`config.mk`:
```
export PLATFORM = sky130hd
export DESIGN_NAME = ssc_tri_gen
export DESIGN_NICKNAME = d
export VERILOG_FILES = /design/src/rtl/ssc_tri_pkg.sv /design/src/rtl/ssc_phase_ctr.sv /design/src/rtl/ssc_ramp_step.sv /design/src/rtl/ssc_tri_gen.sv
export SDC_FILE = /design/constraint.sdc
export NUM_CORES = 1
export LEC_CHECK = 0
export BUFFER_PORTS_ARGS = -buffer_cell sky130_fd_sc_hd__buf_2
export CORE_MARGIN = 3
export CORE_UTILIZATION = 55
export CTS_CLUSTER_SIZE = 28
export DETAILED_ROUTE_END_ITERATION = 8
export GPL_TIMING_DRIVEN = 0
export PLACE_DENSITY = 0.74
export SLEW_MARGIN = 25
export SYNTH_ARGS = -nofsm -noshare
export SYNTH_HDL_FRONTEND = slang
export SYNTH_SLANG_ARGS = --single-unit
```
`constraint.sdc`:
```
create_clock -name clk -period 11.2 [get_ports clk]
set_input_delay 0 -clock clk [delete_from_list [all_inputs] [get_ports clk]]
set_output_delay 0 -clock clk [all_outputs]
set_load 0.05 [all_outputs]
```
`src/rtl/ssc_tri_pkg.sv`:
```
package ssc_tri_pkg;

   typedef enum logic {
      RAMP_DOWN = 1'b0,
      RAMP_UP   = 1'b1
   } ramp_dir_t;

endpackage

```
`src/rtl/ssc_phase_ctr.sv`:
```
module ssc_phase_ctr
   import ssc_tri_pkg::*;
#(
   parameter int PERIOD = 781,
   parameter int DOWN   = 390,
   localparam int PH_W  = $clog2(PERIOD)
) (
   input  logic            clk,
   input  logic            rst,
   output logic [PH_W-1:0] phase_o,
   output logic            start_o,
   output logic            turn_o,
   output logic            wrap_o,
   output ramp_dir_t       dir_o
);

   generate
      if (DOWN < 1 || DOWN >= PERIOD - 1) begin : g_bad_split
         $error("ssc_phase_ctr: DOWN must lie strictly inside the period");
      end
   endgenerate

   logic [PH_W-1:0] phase_q;

   always_ff @(posedge clk) begin
      if (rst)         phase_q <= '0;
      else if (wrap_o) phase_q <= '0;
      else             phase_q <= phase_q + 1'b1;
   end

   assign phase_o = phase_q;
   assign start_o = (phase_q == '0);
   assign turn_o  = (phase_q == PH_W'(DOWN));
   assign wrap_o  = (phase_q == PH_W'(PERIOD - 1));
   assign dir_o   = (phase_q > PH_W'(DOWN)) ? RAMP_UP : RAMP_DOWN;

   // the period start lasts a single cycle
   p_start_single_r2: assert property (@(posedge clk) disable iff (rst)
      start_o |=> !start_o);

   // the end of one period is followed by the start of the next
   p_wrap_then_start_r2: assert property (@(posedge clk) disable iff (rst)
      wrap_o |=> start_o);

endmodule

```
`src/rtl/ssc_ramp_step.sv`:
```
module ssc_ramp_step #(
   parameter int MAG_W = 17,
   parameter int DIV_W = 9
) (
   input  logic [MAG_W-1:0] acc_i,
   input  logic [DIV_W-1:0] rem_i,
   input  logic [MAG_W-1:0] whole_i,
   input  logic [DIV_W-1:0] frac_i,
   input  logic [DIV_W-1:0] div_i,
   output logic [MAG_W-1:0] acc_o,
   output logic [DIV_W-1:0] rem_o
);

   logic [DIV_W:0] rem_sum;
   logic           carry;

   always_comb begin
      rem_sum = {1'b0, rem_i} + {1'b0, frac_i};
      carry   = (rem_sum >= {1'b0, div_i});
      rem_o   = carry ? DIV_W'(rem_sum - {1'b0, div_i}) : DIV_W'(rem_sum);
      acc_o   = acc_i + whole_i + MAG_W'(carry);
   end

endmodule

```
`src/rtl/ssc_tri_gen.sv`:
```
module ssc_tri_gen
   import ssc_tri_pkg::*;
#(
   parameter int PERIOD  = 781,
   parameter int DOWN    = 390,
   parameter int PEAK_LO = 58720,
   parameter int PEAK_HI = 83886,
   parameter int OUT_W   = 24
) (
   input  logic                    clk,
   input  logic                    rst,
   input  logic                    spread_en_i,
   input  logic                    depth_sel_i,
   output logic signed [OUT_W-1:0] offset_o,
   output logic                    strobe_o
);

   localparam int UP       = PERIOD - DOWN;
   localparam int PH_W     = $clog2(PERIOD);
   localparam int MAG_W    = $clog2(PEAK_HI + 1);
   localparam int DIV_W    = $clog2(UP + 1);
   localparam int STEP_MAX = PEAK_HI / DOWN + 1;

   generate
      if (PEAK_LO > PEAK_HI) begin : g_bad_order
         $error("ssc_tri_gen: PEAK_LO must not exceed PEAK_HI");
      end
      if (PEAK_HI >= (1 << (OUT_W - 1))) begin : g_bad_width
         $error("ssc_tri_gen: OUT_W too narrow for PEAK_HI");
      end
   endgenerate

   // per-depth step constants
   logic [MAG_W-1:0] peak_tab [2];
   logic [MAG_W-1:0] q_dn_tab [2];
   logic [MAG_W-1:0] q_up_tab [2];
   logic [DIV_W-1:0] r_dn_tab [2];
   logic [DIV_W-1:0] r_up_tab [2];

   for (genvar d = 0; d < 2; d++) begin : g_depth
      localparam int PK = (d == 0) ? PEAK_LO : PEAK_HI;
      assign peak_tab[d] = MAG_W'(PK);
      assign q_dn_tab[d] = MAG_W'(PK / DOWN);
      assign r_dn_tab[d] = DIV_W'(PK % DOWN);
      assign q_up_tab[d] = MAG_W'(PK / UP);
      assign r_up_tab[d] = DIV_W'(PK % UP);
   end

   logic [PH_W-1:0] phase;
   logic            start, turn, wrap;
   ramp_dir_t       dir;

   ssc_phase_ctr #(.PERIOD(PERIOD), .DOWN(DOWN)) ctr_i (
      .clk    (clk),
      .rst    (rst),
      .phase_o(phase),
      .start_o(start),
      .turn_o (turn),
      .wrap_o (wrap),
      .dir_o  (dir)
   );

   // settings are captured only at the period boundary
   logic cfg_en, cfg_sel;
   always_ff @(posedge clk) begin
      if (rst) begin
         cfg_en  <= 1'b0;
         cfg_sel <= 1'b0;
      end else if (wrap) begin
         cfg_en  <= spread_en_i;
         cfg_sel <= depth_sel_i;
      end
   end

   logic             use_up;
   logic [MAG_W-1:0] acc_q, acc_in, acc_nx, whole, peak;
   logic [DIV_W-1:0] rem_q, rem_in, rem_nx, frac, div;

   always_comb begin
      use_up = turn || (dir == RAMP_UP);
      acc_in = turn ? '0 : acc_q;
      rem_in = turn ? '0 : rem_q;
      whole  = use_up ? q_up_tab[cfg_sel] : q_dn_tab[cfg_sel];
      frac   = use_up ? r_up_tab[cfg_sel] : r_dn_tab[cfg_sel];
      div    = use_up ? DIV_W'(UP) : DIV_W'(DOWN);
      peak   = peak_tab[cfg_sel];
   end

   ssc_ramp_step #(.MAG_W(MAG_W), .DIV_W(DIV_W)) step_i (
      .acc_i  (acc_in),
      .rem_i  (rem_in),
      .whole_i(whole),
      .frac_i (frac),
      .div_i  (div),
      .acc_o  (acc_nx),
      .rem_o  (rem_nx)
   );

   always_ff @(posedge clk) begin
      if (rst || wrap) begin
         acc_q <= '0;
         rem_q <= '0;
      end else begin
         acc_q <= acc_nx;
         rem_q <= rem_nx;
      end
   end

   logic [MAG_W-1:0] mag;
   always_comb begin
      if (!cfg_en)               mag = '0;
      else if (dir == RAMP_DOWN) mag = acc_q;
      else                       mag = peak - acc_q;
   end

   assign offset_o = -$signed(OUT_W'(mag));
   assign strobe_o = start;

   // never positive, never beyond the deepest peak
   p_range_r6: assert property (@(posedge clk) disable iff (rst)
      (offset_o <= 0) && (offset_o >= -$signed(OUT_W'(PEAK_HI))));

   // every period starts from the nominal frequency
   p_start_zero_r2: assert property (@(posedge clk) disable iff (rst)
      strobe_o |-> (offset_o == 0));

   // the turning point hits the selected peak exactly
   p_peak_exact_r4: assert property (@(posedge clk) disable iff (rst)
      (turn && cfg_en) |-> (acc_q == peak));

   // bounded change between adjacent cycles
   p_slope_r7: assert property (@(posedge clk) disable iff (rst)
      ((mag >= $past(mag)) ? (mag - $past(mag)) : ($past(mag) - mag))
         <= MAG_W'(STEP_MAX));

   // disabled periods stay at nominal
   p_off_zero_r8: assert property (@(posedge clk) disable iff (rst)
      !cfg_en |-> (offset_o == 0));

   // captured settings hold for the whole period
   p_cfg_hold_r9: assert property (@(posedge clk) disable iff (rst)
      !strobe_o |-> ($stable(cfg_en) && $stable(cfg_sel)));

endmodule

```
; Word level (Yosys, flattened, before mapping)
; Cells that the tools add are included.
[word_totals]
regBits = 38
inputBits = 4
out_inout_bits = 25
elab_cells = 46
[op_classes]
add_sub_neg = 7
magnitude_cmp = 3
eq_ne = 2
mux = 24
bitwise = 1
reduce_logical = 4
[ops]
columns = cell, count
row1 = $mux W17, 11
row2 = $mux W9, 7
row3 = $neg A17 Y24, 1
row4 = $add A17 B1 Y17, 1
row5 = $add A17 B17 Y17, 1
row6 = $sub A17 B17 Y17, 1
row7 = $mux W8, 2
row8 = $mux W7, 2
row9 = $add A10 B1 Y10 const B, 1
row10 = $add A9 B9 Y10, 1
row11 = $eq A10 B10 Y1 const B, 1
row12 = $eq A10 B9 Y1 const B, 1
row13 = $ge A10 B9 Y1, 1
row14 = $gt A10 B9 Y1 const B, 1
row15 = $logic_not A10 Y1, 1
row16 = $sub A9 B9 Y9, 1
row17 = $ge A2 B2 Y1 const B, 1
row18 = $logic_or A1 B1 Y1, 2
row19 = $mux W1, 2
row20 = $not A1 Y2, 1
row21 = $reduce_or A2 Y1, 1

; Longest topological paths before layout
[logic_depth]
ltp_word = 8
ltp_mapped = 27
depth_no_buf = 26

; By module
; From an unflattened synthesis, not the netlist that was laid out.
[unflattened]
cells_unflattened = 618
hier_area_um2 = 4650.7
[by_module_without_submodules]
columns = module, n_inst, cells_per_inst, area_each_um2, seq_area_each_um2
row1 = ssc_tri_gen, 1, 323, 2437.3, 560.5
row2 = ssc_ramp_step, 1, 231, 1671.6, 0.0
row3 = ssc_phase_ctr, 1, 64, 541.8, 200.2

; Least setup slack after synthesis
; Ideal clock, no wire load.
[synth_path]
kind = register to register
from = register ctr_i.phase_q[4] (netlist: ctr_i.phase_o[4])
to = register acc_q[13]
setup_ns = 0.120
arrival_time_ns = 4.778
required_time_ns = 11.080
path_slack_ns = 6.302
path_stages_with_launch = 25
path_buffers = 3
synth_period_minus_slack_ns = 4.898
path_cell_list = dfxtp_1 buf_2 nor4b_4 nand3_1 clkbuf_1 and2_1 ha_1 inv_1 ha_1 nand2b_1 a21oi_1 xnor2_1 nand4_1 o211ai_1 a22oi_1 buf_2 fa_1 or3_1 a21oi_1 nor2_1 o31ai_1 nor3_1 nand2_1 xnor2_1 nor2_1
[synth_via]
elab_chain_cells = 7
elab_cells_between_ends = 15
cone_classes = 3 x add/sub / 2 x order compare / 2 x eq/ne / 6 x mux / 2 x reduce/logical
[synth_rtl]
columns = element, line_no
row1 = start: declaration, ssc_phase_ctr.sv:23  ; logic [PH_W-1:0] phase_q;
row2 = start signal: assignment, ssc_phase_ctr.sv:28  ; else phase_q <= phase_q + 1'b1;
row3 = $gt A10 B9 Y1, ssc_phase_ctr.sv:35  ; assign dir_o = (phase_q > PH_W'(DOWN)) ? RAMP_UP : RAMP_DOWN;
row4 = $mux W1, ssc_phase_ctr.sv:35
row5 = $logic_or A1 B1 Y1, ssc_tri_gen.sv:80  ; use_up = turn || (dir == RAMP_UP);
row6 = $mux W9, ssc_tri_gen.sv:84  ; frac = use_up ? r_up_tab[cfg_sel] : r_dn_tab[cfg_sel];
row7 = $add A9 B9 Y10, ssc_ramp_step.sv:18  ; rem_sum = {1'b0, rem_i} + {1'b0, frac_i};
row8 = $ge A10 B9 Y1, ssc_ramp_step.sv:19  ; carry = (rem_sum >= {1'b0, div_i});
row9 = $add A17 B1 Y17, ssc_ramp_step.sv:21  ; acc_o = acc_i + whole_i + MAG_W'(carry);
row10 = end signal: assignment, ssc_tri_gen.sv:104  ; acc_q <= acc_nx;
row11 = end: declaration, ssc_tri_gen.sv:76  ; logic [MAG_W-1:0] acc_q, acc_in, acc_nx, whole, peak;
; Parallel ways exist; a longest one is shown, timed or not.
; A chain may end at the register's enable or synchronous reset.

; Worst setup path in the final report
[layout_path]
from = register ctr_i.phase_q[4] (netlist: ctr_i.phase_o[4])
to = register acc_q[16]
; The elaborated chain is that of the path after synthesis.

==> metrics <==
Fill cells slightly above 600; Clock Skew 0.00393 ns; post-cts resize count 0; DR WL/cell 14.4 um; Core Area roughly 6500 um2; actual slew at the worst max-slew pin 0.757 ns; DRC 0; Place WS about 5.3 ns; predominant post-synthesis flop cell dfxtp_1; Starting Density 58.2%; share of layout cells above drive strength 1 around 12%; CTS Root Cell clkbuf_8; # H-tree levels 2; Worst EP arrival slightly above 6 ns; Rows 29; crit end category register; Clock Tree Buf Depth 2; setup TNS 0 ns; CP startpoint kind register; sequential area share after synthesis 20.0%; status finished clean; Total Wirelength ~9.0 mm; final setup vio count 0; DIE HEIGHT just under 90 um; clk_lat worst skew between 0.2 and 0.3 ns; CP most frequent cell ha_1; Hold Vio Cnt, Final 0; via count roughly 3700; Iter 0 DRT Violations 131; Distinct cells, synth 76; Mapped Cells between 500 and 600; total power between 600 and 700 uW; P_leak between 1.5 and 2 nW; Worst Setup Slack, final approximately 5.3 ns; GPL Wtd Cong approximately 0.9; kind of critical path reg2reg; Worst VDD drop ~0.13 mV; post-synthesis cell area between 3000 and 4000 um2; Die Width slightly below 90 um; post-synthesis async set-or-reset flop share 0%; final net count ~580; final cycle utilization of the critical path about 53%; HPWL Detailed around 7 mm; Post-Syn Nets roughly 540; CTS tree done; global-route wire length before repair roughly 15 mm; MaxCap Viol Count 0; fmax ~170 MHz; crit path max fanout 10; largest net degree at the start of global routing 13; Pwr per Cell Area between 150 and 200 nW/um2; remaining antenna violation count 0; Worst EP required 11.38 ns; n_diodes 0; Slew Limit Fails 0; global-route usage over all layers about a quarter; Hold Crit Class in2reg; Port Buffers 28; slowest CP cell nor4b_4; area growth from synthesis to layout 9.51%; synthesis-stage register bit count 38; Worst slew margin slightly below 50%; die area ~7900 um2; fin crit period 5.93 ns; RSZ-0062 raised after global routing no; initial antenna violation count 0; most common cell after layout, fill and taps aside nor2_1; drt first pass iters 4; Post-synth EDFFs 0; Sink Count 38; YS warnings 0; Avg Cell Area, Syn about 7.5 um2; CTS buffer count 5; remaining global-route overflow 0; vias in the first global route about 3400; CP max stage delay around 0.50 ns; vias per cell roughly 5.9; clock transition at the registers of the reported paths about 0.08 ns; commonest non-fill, non-tap cells in the layout nor2_1, nand2_1, dfxtp_1, buf_2, a21oi_1; io pins 29
[critical path, delay by kind of cell (launching register included)]
family,cells,cell delay (ns)
adders and majority gates,4,0.93
buffers and inverters,5,1.02
and+or+nand+nor,9,1.96
xor gates and xnor gates,1,0.14
AOI/OAI and AO/OA,7,1.48
DFF,1,0.30
[per-layer routing]
metal	up-vias	wire length, um	track usage (%)	share of wire (%)
met4	0	95	6.36	1.1
met3	9	369	3.04	4.1
met2	92	4390	42.7	49
met5	-	0	0	0
li1	1887	-	-	-
met1	1691	4090	29.2	46
[report_power, final]
| part | switching (mW) | internal, mW | total, mW |
|---|---|---|---|
| combinational | 0.242 | 0.169 | 0.411 |
| sequential | 0.0148 | 0.160 | 0.174 |
| clock | 0.0509 | 0.0495 | 0.100 |
| total | 0.307 | 0.378 | 0.685 |
[synthesized netlist by cell type, drive strengths merged, types with 2 or more instances]
| cell | instances | area (um2) |
|---|---|---|
| nor2 | 69 | 267 |
| xor2 | 18 | 158 |
| ha | 28 | 350 |
| inv | 26 | 97.6 |
| fa | 2 | 40.0 |
| nor4 | 7 | 65.1 |
| or2 | 4 | 25.0 |
| nand4 | 5 | 31.3 |
| o21ai | 18 | 93.8 |
| nand2 | 41 | 156 |
| mux2i | 7 | 70.1 |
| o2111ai | 2 | 23.8 |
| xnor2 | 25 | 219 |
| nand3 | 24 | 120 |
| nand3b | 2 | 15.0 |
| a22oi | 2 | 15.0 |
| o21a | 6 | 45.0 |
| o211ai | 5 | 37.5 |
| o21bai | 3 | 26.3 |
| a2111oi | 2 | 23.8 |
| mux2 | 4 | 45.0 |
| o31a | 3 | 26.3 |
| a211o | 2 | 17.5 |
| nor3 | 15 | 80.1 |
| and4b | 2 | 20.0 |
| clkbuf | 13 | 48.8 |
| nand2b | 9 | 56.3 |
| o31ai | 6 | 45.0 |
| or3 | 3 | 18.8 |
| a21o | 10 | 75.1 |
| a31oi | 4 | 25.0 |
| o221ai | 2 | 17.5 |
| a211oi | 4 | 30.0 |
| a21oi | 36 | 180 |
| nor2b | 5 | 31.3 |
| or4 | 3 | 22.5 |
| buf | 9 | 51.3 |
| dfxtp | 38 | 761 |
| and2 | 13 | 81.3 |
| nor4b | 4 | 62.6 |
| and3 | 6 | 37.5 |
[kinds of logic (layout without fill, tap and decap cells)]
family,after synthesis,in the layout,share of synthesized area [%]
simple gates,216,216,29.8
compound gates,120,120,21.7
buf+inv,49,88,5.30
xor+xnor,43,43,9.90
flops,38,38,20.0
fa+ha+maj,30,30,10.3
mux,11,11,3.03
[area by class of cell]
| type | instances | area [um2] | share of cell area [%] |
|---|---|---|---|
| Multi-Input combinational cell | 420 | 2840 | 68.2 |
| Sequential cell | 38 | 761 | 18.3 |
| Timing Repair Buffer | 31 | 170 | 4.09 |
| Inverter | 27 | 101 | 2.43 |
| Buffer | 22 | 100 | 2.40 |
| Tap cell | 77 | 96.3 | 2.31 |
| Clock buffer | 6 | 82.6 | 1.98 |
| Clock inverter | 2 | 12.5 | 0.300 |
[flip-flops by register name (all words and copies together), names as in the netlist]
| signal | count |
|---|---|
| cfg_sel | 1 |
| rem_q | 9 |
| acc_q | 17 |
| ctr_i.phase_o | 10 |
| cfg_en | 1 |
[metrics by stage]
step | instance area (um2) | utilization (%) | hold WS, ns | instances
CTS | 4170 | 63.8 | 0.444 | 623
global route | 4170 | 63.8 | 0.446 | 623
global placement | 4040 | 61.9 | 0.203 | 612
floorplan | 3800 | - | 0.0724 | 507
finish | 4170 | 63.8 | 0.447 | 623
detailed placement | 4040 | 61.9 | 0.208 | 612
[final timing paths]
check	startpoint	slack (ns)	end	cells past startpoint
worst max-delay path	ctr_i.phase_o[4]	5.27	acc_q[16]	26
worst min-delay path	rst	0.45	cfg_en	3
worst max register to register	ctr_i.phase_o[4]	5.27	acc_q[16]	26
worst min register to register	ctr_i.phase_o[0]	0.52	ctr_i.phase_o[0]	1
[timing repair]
action / CTS / global route
hold endpoints to repair: 2 / 0
setup buffers: 0 / 0
hold buffers: 3 / 0
Power figures use the tool's default switching activity.
